[src/rtl/vms_pkg.sv]
package vms_pkg;

   // Class of a decoded CPU access
   typedef enum logic [1:0] {
      ACC_FAST   = 2'd0,   // fast RAM only, never stretched
      ACC_SLOW   = 2'd1,   // direct slow-bank access
      ACC_MIRROR = 2'd2    // shadowed write: fast RAM plus slow copy
   } acc_kind_e;

   // Sequencer states
   typedef enum logic [1:0] {
      SQ_IDLE   = 2'd0,
      SQ_PEND   = 2'd1,    // waiting for the next CPU-owned slot
      SQ_ACTIVE = 2'd2     // slow strobe held through a CPU slot
   } seq_state_e;

endpackage

[src/rtl/vms_slot_timer.sv]
module vms_slot_timer #(
   parameter int unsigned SLOT_TICKS = 3
) (
   input  logic clk,
   input  logic rst,
   input  logic tick,
   output logic cpu_owned,
   output logic grant_tick,
   output logic cpu_end
);

   localparam bit IS_POW2 = ((SLOT_TICKS & (SLOT_TICKS - 1)) == 0);

   initial begin
      assert (SLOT_TICKS >= 2)
         else $error("vms_slot_timer: SLOT_TICKS must be at least 2");
   end

   logic last;

   generate
      if (IS_POW2) begin : g_pow2
         // One free-running counter; its top bit names the owner
         localparam int unsigned CW = $clog2(SLOT_TICKS) + 1;
         logic [CW-1:0] cnt;
         always_ff @(posedge clk) begin
            if (rst)       cnt <= '0;
            else if (tick) cnt <= cnt + CW'(1);
         end
         assign cpu_owned = cnt[CW-1];
         assign last      = &cnt[CW-2:0];
      end else begin : g_mod
         // Position counter with explicit wrap plus an owner toggle
         localparam int unsigned PW = $clog2(SLOT_TICKS);
         logic [PW-1:0] pos;
         logic          own;
         always_ff @(posedge clk) begin
            if (rst) begin
               pos <= '0;
               own <= 1'b0;
            end else if (tick) begin
               if (pos == PW'(SLOT_TICKS - 1)) begin
                  pos <= '0;
                  own <= ~own;
               end else begin
                  pos <= pos + PW'(1);
               end
            end
         end
         assign cpu_owned = own;
         assign last      = (pos == PW'(SLOT_TICKS - 1));
      end
   endgenerate

   assign grant_tick = tick & last & ~cpu_owned;
   assign cpu_end    = tick & last &  cpu_owned;

endmodule

[src/rtl/vms_range_match.sv]
module vms_range_match #(
   parameter int unsigned                   OFF_W      = 16,
   parameter int unsigned                   NUM_RANGES = 2,
   parameter logic [NUM_RANGES*OFF_W-1:0]   RANGE_BASE = {16'h2000, 16'h0400},
   parameter logic [NUM_RANGES*OFF_W-1:0]   RANGE_LIM  = {16'h9FFF, 16'h0BFF}
) (
   input  logic [OFF_W-1:0]      off,
   input  logic [NUM_RANGES-1:0] range_en,
   output logic                  hit
);

   logic [NUM_RANGES-1:0] hit_vec;

   generate
      for (genvar i = 0; i < NUM_RANGES; i++) begin : g_rng
         localparam logic [OFF_W-1:0] LO = RANGE_BASE[i*OFF_W +: OFF_W];
         localparam logic [OFF_W-1:0] HI = RANGE_LIM[i*OFF_W +: OFF_W];
         logic ge_lo, le_hi;

         initial begin
            assert (LO <= HI)
               else $error("vms_range_match: window %0d base above limit", i);
         end

         if (LO == '0) begin : g_lo_open
            assign ge_lo = 1'b1;
         end else begin : g_lo_cmp
            assign ge_lo = (off >= LO);
         end

         if (HI == '1) begin : g_hi_open
            assign le_hi = 1'b1;
         end else begin : g_hi_cmp
            assign le_hi = (off <= HI);
         end

         assign hit_vec[i] = range_en[i] & ge_lo & le_hi;
      end
   endgenerate

   assign hit = |hit_vec;

endmodule

[src/rtl/vms_addr_class.sv]
module vms_addr_class
   import vms_pkg::*;
#(
   parameter int unsigned                   BANK_W     = 8,
   parameter int unsigned                   OFF_W      = 16,
   parameter int unsigned                   NUM_RANGES = 2,
   parameter logic [NUM_RANGES*OFF_W-1:0]   RANGE_BASE = {16'h2000, 16'h0400},
   parameter logic [NUM_RANGES*OFF_W-1:0]   RANGE_LIM  = {16'h9FFF, 16'h0BFF},
   parameter logic [BANK_W-1:0]             FAST_BANK  = 8'h00,
   parameter logic [BANK_W-1:0]             SLOW_BANK  = 8'hE0
) (
   input  logic [BANK_W+OFF_W-1:0] addr,
   input  logic                    we,
   input  logic                    shadow_en,
   input  logic [NUM_RANGES-1:0]   range_en,
   output acc_kind_e               kind,
   output logic [BANK_W-1:0]       slow_bank
);

   logic [BANK_W-1:0] bank;
   logic [OFF_W-1:0]  off;
   logic              in_slow, in_fast, vid_hit;

   assign bank = addr[BANK_W+OFF_W-1:OFF_W];
   assign off  = addr[OFF_W-1:0];

   // Bank pairs differ only in bit 0
   assign in_slow = (bank[BANK_W-1:1] == SLOW_BANK[BANK_W-1:1]);
   assign in_fast = (bank[BANK_W-1:1] == FAST_BANK[BANK_W-1:1]);

   vms_range_match #(
      .OFF_W      (OFF_W),
      .NUM_RANGES (NUM_RANGES),
      .RANGE_BASE (RANGE_BASE),
      .RANGE_LIM  (RANGE_LIM)
   ) u_match (
      .off      (off),
      .range_en (range_en),
      .hit      (vid_hit)
   );

   always_comb begin
      if (in_slow)
         kind = ACC_SLOW;
      else if (in_fast && we && shadow_en && vid_hit)
         kind = ACC_MIRROR;
      else
         kind = ACC_FAST;
   end

   // Same target for a direct slow access and for a mirror copy
   assign slow_bank = {SLOW_BANK[BANK_W-1:1], bank[0]};

endmodule

[src/rtl/vms_sequencer.sv]
module vms_sequencer
   import vms_pkg::*;
#(
   parameter int unsigned BANK_W = 8,
   parameter int unsigned OFF_W  = 16
) (
   input  logic                    clk,
   input  logic                    rst,
   input  logic                    tick,
   input  logic                    cyc_start,
   input  logic                    we,
   input  logic                    wide,
   input  acc_kind_e               kind,
   input  logic [BANK_W-1:0]       slow_bank,
   input  logic [OFF_W-1:0]        off,
   input  logic                    grant_tick,
   input  logic                    cpu_end,
   output logic                    cpu_wait,
   output logic                    fast_we,
   output logic                    slow_we,
   output logic                    slow_re,
   output logic [BANK_W+OFF_W-1:0] slow_addr
);

   seq_state_e state;
   logic       second;
   logic       lat_we;
   logic       accept;

   // New cycles are only taken while nothing is in flight
   assign accept = tick & cyc_start & (state == SQ_IDLE);

   always_ff @(posedge clk) begin
      if (rst) begin
         state     <= SQ_IDLE;
         second    <= 1'b0;
         lat_we    <= 1'b0;
         cpu_wait  <= 1'b0;
         fast_we   <= 1'b0;
         slow_we   <= 1'b0;
         slow_re   <= 1'b0;
         slow_addr <= '0;
      end else begin
         fast_we <= accept & we & (kind != ACC_SLOW);

         unique case (state)
            SQ_IDLE: begin
               if (accept && kind != ACC_FAST) begin
                  cpu_wait  <= 1'b1;
                  lat_we    <= we;
                  second    <= wide;
                  slow_addr <= {slow_bank, off};
                  if (grant_tick) begin
                     state   <= SQ_ACTIVE;
                     slow_we <= we;
                     slow_re <= ~we;
                  end else begin
                     state   <= SQ_PEND;
                  end
               end
            end

            SQ_PEND: begin
               if (grant_tick) begin
                  state   <= SQ_ACTIVE;
                  slow_we <= lat_we;
                  slow_re <= ~lat_we;
               end
            end

            SQ_ACTIVE: begin
               if (cpu_end) begin
                  slow_we <= 1'b0;
                  slow_re <= 1'b0;
                  if (second) begin
                     second                 <= 1'b0;
                     slow_addr[OFF_W-1:0]   <= slow_addr[OFF_W-1:0] + OFF_W'(1);
                     state                  <= SQ_PEND;
                  end else begin
                     cpu_wait <= 1'b0;
                     state    <= SQ_IDLE;
                  end
               end
            end

            default: state <= SQ_IDLE;
         endcase
      end
   end

endmodule

[src/rtl/vidmem_stretch.sv]
module vidmem_stretch
   import vms_pkg::*;
#(
   parameter int unsigned                   BANK_W     = 8,
   parameter int unsigned                   OFF_W      = 16,
   parameter int unsigned                   SLOT_TICKS = 3,
   parameter int unsigned                   NUM_RANGES = 2,
   parameter logic [NUM_RANGES*OFF_W-1:0]   RANGE_BASE = {16'h2000, 16'h0400},
   parameter logic [NUM_RANGES*OFF_W-1:0]   RANGE_LIM  = {16'h9FFF, 16'h0BFF},
   parameter logic [BANK_W-1:0]             FAST_BANK  = 8'h00,
   parameter logic [BANK_W-1:0]             SLOW_BANK  = 8'hE0
) (
   input  logic                    clk,
   input  logic                    rst,
   input  logic                    tick,
   input  logic                    cyc_start,
   input  logic [BANK_W+OFF_W-1:0] cpu_addr,
   input  logic                    cpu_we,
   input  logic                    cpu_wide,
   input  logic                    shadow_en,
   input  logic [NUM_RANGES-1:0]   range_en,
   output logic                    cpu_wait,
   output logic                    fast_we,
   output logic                    slow_we,
   output logic                    slow_re,
   output logic [BANK_W+OFF_W-1:0] slow_addr
);

   initial begin
      assert (BANK_W >= 2)
         else $error("vidmem_stretch: BANK_W must be at least 2");
      assert (NUM_RANGES >= 1)
         else $error("vidmem_stretch: need at least one video window");
      assert (FAST_BANK[BANK_W-1:1] != SLOW_BANK[BANK_W-1:1])
         else $error("vidmem_stretch: fast and slow bank pairs overlap");
   end

   acc_kind_e         kind;
   logic [BANK_W-1:0] slow_bank;
   logic              cpu_owned, grant_tick, cpu_end;

   vms_slot_timer #(
      .SLOT_TICKS (SLOT_TICKS)
   ) u_timer (
      .clk        (clk),
      .rst        (rst),
      .tick       (tick),
      .cpu_owned  (cpu_owned),
      .grant_tick (grant_tick),
      .cpu_end    (cpu_end)
   );

   vms_addr_class #(
      .BANK_W     (BANK_W),
      .OFF_W      (OFF_W),
      .NUM_RANGES (NUM_RANGES),
      .RANGE_BASE (RANGE_BASE),
      .RANGE_LIM  (RANGE_LIM),
      .FAST_BANK  (FAST_BANK),
      .SLOW_BANK  (SLOW_BANK)
   ) u_class (
      .addr      (cpu_addr),
      .we        (cpu_we),
      .shadow_en (shadow_en),
      .range_en  (range_en),
      .kind      (kind),
      .slow_bank (slow_bank)
   );

   vms_sequencer #(
      .BANK_W (BANK_W),
      .OFF_W  (OFF_W)
   ) u_seq (
      .clk        (clk),
      .rst        (rst),
      .tick       (tick),
      .cyc_start  (cyc_start),
      .we         (cpu_we),
      .wide       (cpu_wide),
      .kind       (kind),
      .slow_bank  (slow_bank),
      .off        (cpu_addr[OFF_W-1:0]),
      .grant_tick (grant_tick),
      .cpu_end    (cpu_end),
      .cpu_wait   (cpu_wait),
      .fast_we    (fast_we),
      .slow_we    (slow_we),
      .slow_re    (slow_re),
      .slow_addr  (slow_addr)
   );

endmodule

[config.mk]
export PLATFORM = sky130hd
export DESIGN_NAME = vidmem_stretch
export DESIGN_NICKNAME = d
export VERILOG_FILES = /design/src/rtl/vms_pkg.sv /design/src/rtl/vms_slot_timer.sv /design/src/rtl/vms_range_match.sv /design/src/rtl/vms_addr_class.sv /design/src/rtl/vms_sequencer.sv /design/src/rtl/vidmem_stretch.sv
export SDC_FILE = /design/constraint.sdc
export NUM_CORES = 1
export LEC_CHECK = 0
export ABC_AREA = 1
export BUFFER_PORTS_ARGS = -buffer_cell sky130_fd_sc_hd__buf_2
export CAP_MARGIN = 25
export CORE_UTILIZATION = 47
export DETAILED_ROUTE_END_ITERATION = 7
export MAX_ROUTING_LAYER = met4
export PLACE_DENSITY_LB_ADDON = 0.2
export SKIP_LAST_GASP = 1
export SLEW_MARGIN = 0
export SYNTH_ARGS = -nofsm -noshare
export SYNTH_HDL_FRONTEND = slang
export SYNTH_HIERARCHICAL = 1
export SYNTH_SLANG_ARGS = --single-unit
[constraint.sdc]
create_clock -name clk -period 1.8 [get_ports clk]
set_clock_uncertainty 0.05 [all_clocks]
set_input_delay 0.27 -clock clk [delete_from_list [all_inputs] [get_ports clk]]
set_output_delay 0.27 -clock clk [all_outputs]
set_load 0.05 [all_outputs]
==> Word level (Yosys, flattened, before mapping) <==
Cells that the tools add are included.
{ "classes": {"n_eq_ne": 11, "n_mul": 0, "n_reduce_logical": 17, "shifts": 0, "n_div": 0, "n_mux": 28, "add_sub_neg": 2, "bitwise": 14, "order_cmp": 4} }
{ "op_table": {"columns": ["operator", "count"], "rows": [
  ["$mux W16", 3],
  ["$pmux W16 S2", 1],
  ["$add A16 B1 Y16 const B", 1],
  ["$ge A16 B11 Y1 const B", 1],
  ["$ge A16 B14 Y1 const B", 1],
  ["$le A16 B12 Y1 const B", 1],
  ["$le A16 B16 Y1 const B", 1],
  ["$mux W2", 7],
  ["$mux W1", 12],
  ["$and A1 B1 Y1", 11],
  ["$ne A2 B2 Y1 const B", 5],
  ["$reduce_and A4 Y1", 2],
  ["$eq A7 B7 Y1 const B", 1],
  ["$logic_not A7 Y1", 1],
  ["$pmux W1 S3", 2],
  ["$pmux W2 S3", 1],
  ["$reduce_and A3 Y1", 2],
  ["$reduce_and A5 Y1", 1],
  ["$eq A2 B2 Y1 const B", 2],
  ["$logic_and A1 B1 Y1", 4],
  ["$ne A2 B1 Y1 const B", 2],
  ["$pmux W1 S2", 2],
  ["$reduce_and A2 Y1", 2],
  ["$reduce_bool A2 Y1", 2],
  ["6 further kinds", 8]
]} }
{ "totals": {"latchBits": 0, "n_memories": 0, "mem_bits_rw": 0, "rom_bits": 0, "reg_bits": 29} }

==> Longest topological paths before layout <==
Gate-level depths: netlist of the first run.
{ "depth": {"ltp_word": 11, "mapped_depth": 17, "ltp_nobuf": 16} }

==> Cells and area by module <==
Netlist of the first run, hierarchy kept.
{ "modules_own_cells": {"columns": ["module", "seq_area_each_um2", "area_per_inst_um2", "cells_each", "instances"], "rows": [
  ["vms_sequencer", 640.6, 1851.8, 297, 1],
  ["vms_slot_timer", 60.1, 133.9, 19, 1],
  ["vms_addr_class", 0.0, 125.1, 23, 1],
  ["vms_range_match", 0.0, 52.6, 13, 1]
]} }

==> Worst setup path after synthesis of the first run <==
Ideal clock, no wire load.
{ "synth_timing": {"path_kind": "input to register", "startpoint": "input cpu_addr[14]", "endpoint": "register u_seq.slow_addr[4]", "slack_ps": 35, "required_ps": 1631, "setup_time_ps": 119, "cell_stages": 15, "t_arrival_ps": 1596, "cell_sequence": "nor2_1 nand2_1 inv_1 nand3_1 nand2_1 nand2_1 inv_1 nand3_1 nor2_1 nor2_1 o21ai_2 nand3_4 buf_4 o21ai_0 a21oi_1"} }
{ "synth_via": {"elab_chain_len": 11, "word_cells_on_any_way": 16} }
{ "synth_lines": {"columns": ["item", "line_no", "rtl"], "rows": [
  ["start, declared", "vidmem_stretch.sv:17", "input logic [BANK_W+OFF_W-1:0] cpu_addr,"],
  ["$ge A16 B11 Y1 / $ge A16 B14 Y1 (equally long branches)", "vms_range_match.sv:28", "assign ge_lo = (off >= LO);"],
  ["$and A1 B1 Y1 (2 in series)", "vms_range_match.sv:37", "assign hit_vec[i] = range_en[i] & ge_lo & le_hi;"],
  ["$reduce_or A2 Y1 (*)", "vms_range_match.sv:41", "assign hit = |hit_vec;"],
  ["via u_class.vid_hit", "vms_addr_class.sv:22", "logic in_slow, in_fast, vid_hit;"],
  ["$logic_and A1 B1 Y1 (*)", "vms_addr_class.sv:45", "else if (in_fast && we && shadow_en && vid_hit)"],
  ["$mux W2 (*)", "vms_addr_class.sv:45", null],
  ["$mux W2 (*)", "vms_addr_class.sv:43", "if (in_slow)"],
  ["via kind[1]", "vidmem_stretch.sv:38", "acc_kind_e kind;"],
  ["$reduce_bool A2 Y1 (*)", "vms_sequencer.sv:48", "if (accept && kind != ACC_FAST) begin"],
  ["$logic_and A1 B1 Y1 (*)", "vms_sequencer.sv:48", null],
  ["$ne A2 B2 Y1 (no line) (*)", null, null],
  ["$reduce_and A4 Y1 (no line) (*)", null, null],
  ["end signal, assigned", "vms_sequencer.sv:52", "slow_addr <= {slow_bank, off};"],
  ["end signal, assigned by index", "vms_sequencer.sv:77", "slow_addr[OFF_W-1:0] <= slow_addr[OFF_W-1:0] + OFF_W'(1);"],
  ["end, declared", "vms_sequencer.sv:22", "output logic [BANK_W+OFF_W-1:0] slow_addr"]
]} }
Mark *: on every way through the listed nets, which the timed path passes. The rest lies on a longest branch.
A chain may end at the register's enable or synchronous reset.

==> Final worst setup path of the first run <==
{ "layout_timing": {"startpoint": "register u_seq.state[0]", "endpoint": "register u_seq.slow_addr[14]"} }
{ "layout_via": {"elab_chain_len": 5, "word_cells_on_any_way": 10} }
{ "layout_lines": {"columns": ["item", "line_no", "rtl"], "rows": [
  ["start, declared", "vms_sequencer.sv:25", "seq_state_e state;"],
  ["start signal, assigned", "vms_sequencer.sv:35", "state <= SQ_IDLE;"],
  ["start signal, assigned", "vms_sequencer.sv:54", "state <= SQ_ACTIVE;"],
  ["start signal, assigned", "vms_sequencer.sv:58", "state <= SQ_PEND;"],
  ["$logic_not A2 Y1", "vms_sequencer.sv:31, vms_sequencer.sv:46", null],
  ["$and A1 B1 Y1", "vms_sequencer.sv:31", "assign accept = tick & cyc_start & (state == SQ_IDLE);"],
  ["$logic_and A1 B1 Y1", "vms_sequencer.sv:48", null],
  ["$ne A2 B2 Y1 (no line)", null, null],
  ["$reduce_and A4 Y1 (no line)", null, null]
]} }
Several ways; a longest one is shown, not always the timed one.

==> results.txt, run 1 <==
The total number of H-tree levels is 2. The met2 capacity usage during global routing is between 30% and 40%. Setup repair after global routing could not meet its margin everywhere.

The count of boundary I/O pins came out at just over 60. The synthesized cell area is about 2200 um^2. For this configuration, the core starts out at a cell density of 49.3%. The smallest setup slack after layout came out at a little under 0.1 ns. The number of global-route vias before repair was about 2.1k.

The fraction of power consumed by sequential logic came out at 26.6%. The die covers roughly 4900 um^2. The count of max-cap constraint violations came out at 0.

The number of standard cells after synthesis came out at roughly 350. The share of total power dissipated in the clock network is between 10% and 20%. met2 is the most crowded layer. In the layout the commonest cells are 71 x sky130_fd_sc_hd__nand2_1, 66 x sky130_fd_sc_hd__nor2_1, 58 x sky130_fd_sc_hd__buf_2. The count of unresolved DRC violations after routing is 0. Walking the worst path, the cells encountered are inv_2, ha_2, inv_4, nor2_1, nor2_2, nand3_4, buf_8, nor2_2, nand2_1, a21oi_2. The count of buffers added on input and output ports is 60. By startpoint and endpoint, the worst setup path is classified as reg -> reg. The count of final hold-check violations came to 0.

The area of the core is 4380 um^2. The share of the clock period used by the worst path after layout came out at about 94%. The reported net switching power is roughly 2.2 mW. The min-delay analysis places its worst path in the category in -> reg. The data arrival time of the critical path came out at 1.88 ns. The number of vias in the routed layout came out at 2,413. In this run the static leakage power is 1.35 nW. The number of pins exceeding their max-slew limit in the final report is 0. The first-pass GRT wire length is between 9000 and 10,000 um. The post-route minimum period is 1.70 ns. The maximum clock frequency is 588 MHz. The clock root buffer is sky130_fd_sc_hd__clkbuf_8. The reg2reg setup slack came out at between 0.09 and 0.1 ns. The aggregate global routing overflow came out at 0. The repair_antennas step left the layout with diodes totalling 0. The setup fix buffers added after clock tree synthesis is 0. The buffers plus inverters on the worst setup path came out at 3. The clock net in this run drives a total of 35 sinks.

Combinational cells account for 56.5% of the total power. Counting the fill cells in the layout gives around 400. The number of antenna violations at the first check in global routing came out at 0. The count of yosys warnings during synthesis came out at 6. The final count of negative-setup-slack endpoints is 0. The post-placement cell count is 471.

Summing internal, switching and leakage power gives roughly 4.4 mW. The vertical die dimension came out at 69.8 um. The power density of the placed cells came out at 1540 nW/um^2. The cell row count is 24. Clock tree synthesis inserted a total of 5 buffers. The aggregate global-route resource usage is a little under a quarter.

At the later pin of the worst-skew pair, clock insertion delay measures roughly 0.30 ns. The final hold slack is around 0.14 ns. The sum of negative setup slack came out at 0 ns. The netlist uses 26 different library cells.

Data on the critical path is required at its endpoint by 1.98 ns. The number of nets in the finished design is 465. The run finished with clean final reports.

The average cell area after synthesis is between 6 and 7 um^2. The count of non-filler cells in the finished layout is 480. The most frequent standard cell in the layout excluding fill and tap cells is sky130_fd_sc_hd__nand2_1. The layout overhead on the synthesized area is 32.4%.

STA classifies the critical path endpoint as a flip-flop. The sequential share of the synthesized area came out at around a third. The met3 layer usage reported by global route is ~4.5%. The maximum root-to-sink buffer count is 2. The aggregate routed wire length came out at 5790 um.

The delay of the slowest critical-path stage is 0.35 ns. The largest fanout of any net on the critical path came out at 6. The number of buffers inserted for hold repair after clock tree synthesis is 0.

The detailed router finished its first iteration with about 150 violations. At the end of routability-driven placement, the weighted congestion stood at between 0.8 and 0.9. Cell internal power was estimated by the tool at around 2.2 mW. The count of state elements after synthesis came out at 35. The first-pass iteration count of the detailed router is 4. The horizontal die dimension is about 70 um.

The clock slew seen by the registers of the worst setup and hold paths came out at around 0.09 ns. The number of antenna-violating nets in the routed design is 0. Counting stages on the worst path, the most repeated cell is sky130_fd_sc_hd__nor2_2. The HPWL after detailed placement came out at 4000 um.

The ratio of routed vias to standard cells came out at roughly 5.0. For this design, the slowest cell found on the critical path is sky130_fd_sc_hd__dfxtp_1. The proportion of total power due to net switching came out at ~49%. The setup slack at placement came out at -0.245 ns. In the final routed layout, each cell accounts on average for between 10 and 15 um. TritonCTS built the clock tree.

Of the cells placed in the final design, the portion with a size suffix greater than 1 is between 30% and 40%. IR analysis of the VDD net gives a maximum drop of about 0.9 mV. STA classifies the critical path startpoint as a flip-flop.

Global routing used about a third of the available met1 tracks. The cell family contributing the most delay on the critical path is simple AND/OR/NAND/NOR gates. The largest net degree at the start of global routing came out at 19.
==> routing by layer <==
metal	vias to the layer above	part of all wire, %
li1	1249	-
met1	1090	47
met2	66	47
met3	8	5.0
met4	0	1.1
met5	-	0
==> kinds of logic after synthesis <==
| kind of cell | share of synthesized area (%) |
|---|---|
| AOI/OAI and AO/OA | 15.5 |
| adders and majority gates | 2.89 |
| other | 0.347 |
| buffers and inverters | 13.1 |
| xor gates and xnor gates | 0.405 |
| DFF | 32.4 |
| and+or+nand+nor | 35.4 |
==> cell usage after synthesis, drive strengths merged <==
cell type | count | share of area (%)
ha | 5 | 2.9
a211oi | 1 | 0.35
nand3 | 23 | 6.1
nand4 | 3 | 0.87
o22ai | 4 | 1.2
a31oi | 1 | 0.29
nor2 | 80 | 14
dfxtp | 35 | 32
a2111oi | 1 | 0.40
a21oi | 24 | 5.6
nand2 | 77 | 14
clkbuf | 6 | 1.0
xnor2 | 1 | 0.40
inv | 42 | 7.4
buf | 13 | 4.6
conb | 2 | 0.35
o21ai | 32 | 7.8
nand3b | 2 | 0.69
==> worst min-delay path: stages <==
cell and delay (ns):
sky130_fd_sc_hd__buf_2 0.08, sky130_fd_sc_hd__nor2_1 0.03, sky130_fd_sc_hd__nor2_1 0.08
==> registers in the layout, summed over array words and instances, names as in the netlist <==
signal / count
u_seq/slow_addr: 24
u_timer/cpu_owned: 1
u_seq/cpu_wait: 1
u_seq/lat_we: 1
u_seq/slow_we: 1
u_seq/fast_we: 1
u_seq/state: 2
u_seq/slow_re: 1
u_timer/g_mod.pos: 2
u_seq/second: 1
==> power groups by stage <==
stage                     clock network, mW  logic, mW  registers [mW]
after floorplan                           0       1.14            1.66
after global placement                    0       2.09            1.17
after detailed placement                  0       2.13            1.18
after CTS                             0.748       2.14            1.16
after global routing                  0.787       2.71            1.20
final                                 0.744       2.49            1.17
==> layout make-up <==
| class | count | area, um^2 | area share, % |
|---|---|---|---|
| sequential | 35 | 701 | 24.5 |
| timing repair buffer | 82 | 507 | 17.7 |
| inverter | 42 | 163 | 5.68 |
| clock buffer | 5 | 68.8 | 2.40 |
| tap | 52 | 65.1 | 2.27 |
| clock inverter | 3 | 47.5 | 1.66 |
| multi-input combinational | 261 | 1310 | 45.8 |
==> through the flow <==
step	util (%)	cell area [um^2]
after floorplan	-	2180
after global placement	58.9	2580
after detailed placement	58.9	2580
after CTS	61.6	2700
after global routing	65.3	2860
final	65.3	2860
==> worst paths after layout <==
| check | cells past startpoint | start | end |
|---|---|---|---|
| worst max register to register | 10 | u_seq/state[0]$_SDFFE_PP0P_ | u_seq/slow_addr[14]$_SDFFE_PP0P_ |
| worst min-delay path | 3 | cpu_addr[16] | u_seq/slow_addr[16]$_SDFFE_PP0P_ |
| worst min register to register | 2 | u_seq/cpu_wait$_SDFFE_PP0P_ | u_seq/cpu_wait$_SDFFE_PP0P_ |
| worst max-delay path | 10 | u_seq/state[0]$_SDFFE_PP0P_ | u_seq/slow_addr[14]$_SDFFE_PP0P_ |
==> timing repair <==
| action | 4_1_cts | 5_1_grt |
|---|---|---|
| cloned | 0 | 1 |
| endpoints found under the setup margin | 6 | 25 |
| gates resized for setup | 1 | 46 |
| pin swaps | 0 | 21 |
(Power assumes the default switching activity.)
==> inputs of run 2 (changes only) <==
--- a/config.mk
+++ b/config.mk
@@ -8,7 +8,7 @@
 export ABC_AREA = 1
 export BUFFER_PORTS_ARGS = -buffer_cell sky130_fd_sc_hd__buf_2
 export CAP_MARGIN = 25
-export CORE_UTILIZATION = 47
+export CORE_UTILIZATION = 50
 export DETAILED_ROUTE_END_ITERATION = 7
 export MAX_ROUTING_LAYER = met4
 export PLACE_DENSITY_LB_ADDON = 0.2
==> constraint.sdc (replaced) <==
create_clock -name clk -period 2.2 [get_ports clk]
set_clock_uncertainty 0.05 [all_clocks]
set_input_delay 0.33 -clock clk [delete_from_list [all_inputs] [get_ports clk]]
set_output_delay 0.33 -clock clk [all_outputs]
set_load 0.05 [all_outputs]
==> run 2 against run 1 <==
Maximum frequency down 15%. Combinational power decreased by 34%. Largest power group unchanged. Wire length shrank 12%. Critical path type unchanged. Clock power shrank 36%. Flip-flop and latch count stayed put. Largest cell class unchanged. Sequential power is 18% lower.
==> results.txt, run 2 (synthesized netlist as in run 1, its figures left out) <==
Outcome: complete, no violations (unchanged). The layout overhead on the synthesized area came out at 17.5% (was 32.4%). The number of flip-flops under the largest register name is 24 (unchanged). The most numerous cell on the critical path is sky130_fd_sc_hd__nor2_1 (was sky130_fd_sc_hd__nor2_2). The proportion of total power due to net switching is 51.9% (was 49.1%). The clock power share is 15.4% (was 16.9%).

The HPWL after detailed placement was 3750 um (was 4000 um). The storage element area is 701 um^2 (unchanged). Biggest registers after layout: u_seq/slow_addr x24, u_seq/state x2, u_timer/g_mod.pos x2 (unchanged).

The aggregate global-route resource usage came out at 24.9% (was 23.2%). The data arrival time of the critical path came out at 2.18 ns (was 1.88 ns). The aggregate routed wire length came out at 5110 um (was 5790 um).

The aggregate global routing overflow came to 0 (unchanged). The final hold slack came out at 0.219 ns (was 0.145 ns). The count of max-cap constraint violations came out at 0 (unchanged).

The count of routing violations after the opening detailed-route iteration came to 153 (was 152). The post-route minimum period is 2.01 ns (was 1.70 ns). The number of clock sinks came out at 35 (unchanged). The kind of end point of the critical path is a flip-flop (unchanged).

The starting density of the core came out at 52.9% (was 49.3%). The CTS buffer count is 5 (unchanged). The number of antenna violations at the first check in global routing is 0 (unchanged). The total number of H-tree levels is 2 (unchanged). The overall die area is 4590 um^2 (was 4880 um^2). The sum of negative setup slack is 0 ns (unchanged). The first-pass iteration count of the detailed router came out at 4 (unchanged). The maximum root-to-sink buffer count is 2 (unchanged). The leakage power came out at 1.23 nW (was 1.35 nW). The category of the critical setup timing path is reg -> reg (unchanged).

Cells along the critical path: inv_1, ha_1, inv_1, nor2_1, nor2_1, nand3_4, buf_4, nor2_1, nand2_1, a21oi_1 (was inv_2, ha_2, inv_4, nor2_1, nor2_2, nand3_4, buf_8, nor2_2, nand2_1, a21oi_2). The count of boundary I/O pins came out at 61 (unchanged). The area of combinational cells with multiple inputs is 1200 um^2 (was 1310 um^2). The count of unresolved DRC violations after routing came out at 0 (unchanged).

The clock root buffer is sky130_fd_sc_hd__clkbuf_8 (unchanged). The CTS tree is done (unchanged). The delay of the slowest critical-path stage is 0.36 ns (was 0.35 ns).

The count of fill cells added during filler insertion came out at 406 (was 397). The post-cts sizing count is 0 (was 1). The register bank with the most flops is u_seq/slow_addr (unchanged).

The clock latency on the worst-skew pair came out at 0.29 ns (was 0.30 ns). The number of vias in the routed layout was 2,319 (was 2,413). The cell row count is 23 (was 24). The area of the core came out at 4090 um^2 (was 4380 um^2). The worst supply voltage drop on vdd is 0.731 mV (was 0.900 mV). The fraction of power consumed by sequential logic is 31.0% (was 26.6%). The reg2reg setup slack came to 0.19 ns (was 0.1 ns). The vertical die dimension is 67.8 um (was 69.8 um). The clock slew seen by the registers of the worst setup and hold paths is 0.08 ns (was 0.09 ns). The post-placement cell count came out at 452 (was 471). The type of the most critical hold path was in -> reg (unchanged). The ratio of routed vias to standard cells was 5.04 (was 5.03). The internal power came out at 1.48 mW (was 2.24 mW). At the pin with the least slew margin, the transition time is around 0.59 ns. The number of buffers inserted for hold repair after clock tree synthesis is 0 (unchanged). The largest net degree at the start of global routing came to 25 (was 19).

The routability congestion estimate is 0.923 (was 0.836). The maximum clock frequency came out at 497 MHz (was 588 MHz). The final count of negative-setup-slack endpoints is 0 (unchanged). The reported net switching power came out at 1.60 mW (was 2.16 mW). The cell with the largest stage delay on the worst path was sky130_fd_sc_hd__dfxtp_1 (unchanged).

The count of final hold-check violations came out at 0 (unchanged). The number of pins exceeding their max-slew limit in the final report is 0 (unchanged). The number of antenna-violating nets in the routed design is 0 (unchanged). The total of buffers placed on input and output ports is 60 (unchanged). The proportion of layout cells with a drive suffix above 1 is 19.8% (was 30.8%). The first-pass GRT wire length is 8420 um (was 9110 um). The number of global-route vias before repair is 1,939 (was 2,132). The most frequent standard cell in the layout excluding fill and tap cells is sky130_fd_sc_hd__nor2_1 (was sky130_fd_sc_hd__nand2_1). The power density of the placed cells came out at 1210 nW/um^2 (was 1540 nW/um^2). The horizontal die dimension came out at 67.8 um (was 69.8 um).

The largest fanout of any net on the critical path came out at 11 (was 6). The element type at the critical path start is a flip-flop (unchanged). The number of nets in the finished design was 447 (was 465).

The share of the clock period used by the worst path after layout came to 91.4% (was 94.5%). The final antenna diode count came to 0 (unchanged). The required arrival time at the worst endpoint is 2.37 ns (was 1.98 ns). The fraction of power consumed by combinational cells came out at 53.7% (was 56.5%). Unrepaired setup endpoints after global routing: no (was yes). The count of non-filler cells in the finished layout is 460 (was 480). Measured against its own limit, the worst slew margin works out to between 60% and 70%. The setup fix buffers added after clock tree synthesis was 0 (unchanged). The average wire per standard cell is 11.1 um (was 12.1 um). Most frequent cells in the layout: 78 x sky130_fd_sc_hd__nor2_1, 75 x sky130_fd_sc_hd__nand2_1, 60 x sky130_fd_sc_hd__buf_2 (was 71 x sky130_fd_sc_hd__nand2_1, 66 x sky130_fd_sc_hd__nor2_1, 58 x sky130_fd_sc_hd__buf_2).
## run 2: cell types whose count changed in the layout (fill, tap and decap cells not counted), moves of 3 or more
cell                      before  now
sky130_fd_sc_hd__nand2_1      71   75
sky130_fd_sc_hd__buf_4        20    4
sky130_fd_sc_hd__inv_1        35   41
sky130_fd_sc_hd__inv_2         5    0
sky130_fd_sc_hd__o21ai_0      27   30
sky130_fd_sc_hd__nor2_1       66   78
sky130_fd_sc_hd__nor2_2       11    2
sky130_fd_sc_hd__nor2_4        3    0
sky130_fd_sc_hd__a21oi_2       6    0
sky130_fd_sc_hd__a21oi_1      18   24
sky130_fd_sc_hd__nand2_2       6    2
## run 2: path summary, 6_finish.rpt
| path | from | endpoint | cells after the start |
|---|---|---|---|
| max reg2reg | u_seq/state[0]$_SDFFE_PP0P_ | u_seq/slow_addr[15]$_SDFFE_PP0P_ | 10 |
| max | u_seq/state[0]$_SDFFE_PP0P_ | u_seq/slow_addr[15]$_SDFFE_PP0P_ | 10 |
| min reg2reg | u_seq/cpu_wait$_SDFFE_PP0P_ | u_seq/cpu_wait$_SDFFE_PP0P_ | 2 |
| min | cpu_addr[16] | u_seq/slow_addr[16]$_SDFFE_PP0P_ | 3 |
## run 2: layout make-up
class                           instances  share of cell area [%]
Multi-Input combinational cell        261                    47.2
Timing Repair Buffer                   64                    13.0
Tap cell                               50                    2.46
Sequential cell                        35                    27.6
Clock inverter                          3                   0.788
Clock buffer                            5                    2.71
Inverter                               42                    6.30
## run 2: through the flow
step,area (um^2),setup slack (ns),utilization (%),total power [mW]
3_5_place_dp,2450,0.0455,60.0,2.60
2_1_floorplan,2180,0.375,-,2.29
5_1_grt,2540,0.0104,62.2,3.33
3_3_place_gp,2450,0.117,60.0,2.57
4_1_cts,2540,0.201,62.2,3.08
6_report,2540,0.188,62.2,3.08
## run 2: worst max-delay path: cells and delay by family (launching register included)
family	cells	cell delay (ns)
simple gates	5	0.57
buf+inv	3	0.51
flops	1	0.36
compound gates	1	0.13
fa+ha+maj	1	0.31
## run 2: per-layer routing
metal,up-vias,track usage [%],share of wire (%)
li1,1210,-,-
met1,1032,33.2,50
met2,72,37.6,43
met3,5,5.07,6.2
met4,0,7.55,1.0
met5,-,-,0
## run 2: power groups by stage
stage / logic, mW / registers [mW] / clock network, mW
5_1_grt: 1.83 / 0.980 / 0.516
6_report: 1.65 / 0.954 / 0.473
3_3_place_gp: 1.61 / 0.963 / 0
2_1_floorplan: 0.929 / 1.36 / 0
3_5_place_dp: 1.63 / 0.962 / 0
4_1_cts: 1.64 / 0.950 / 0.481
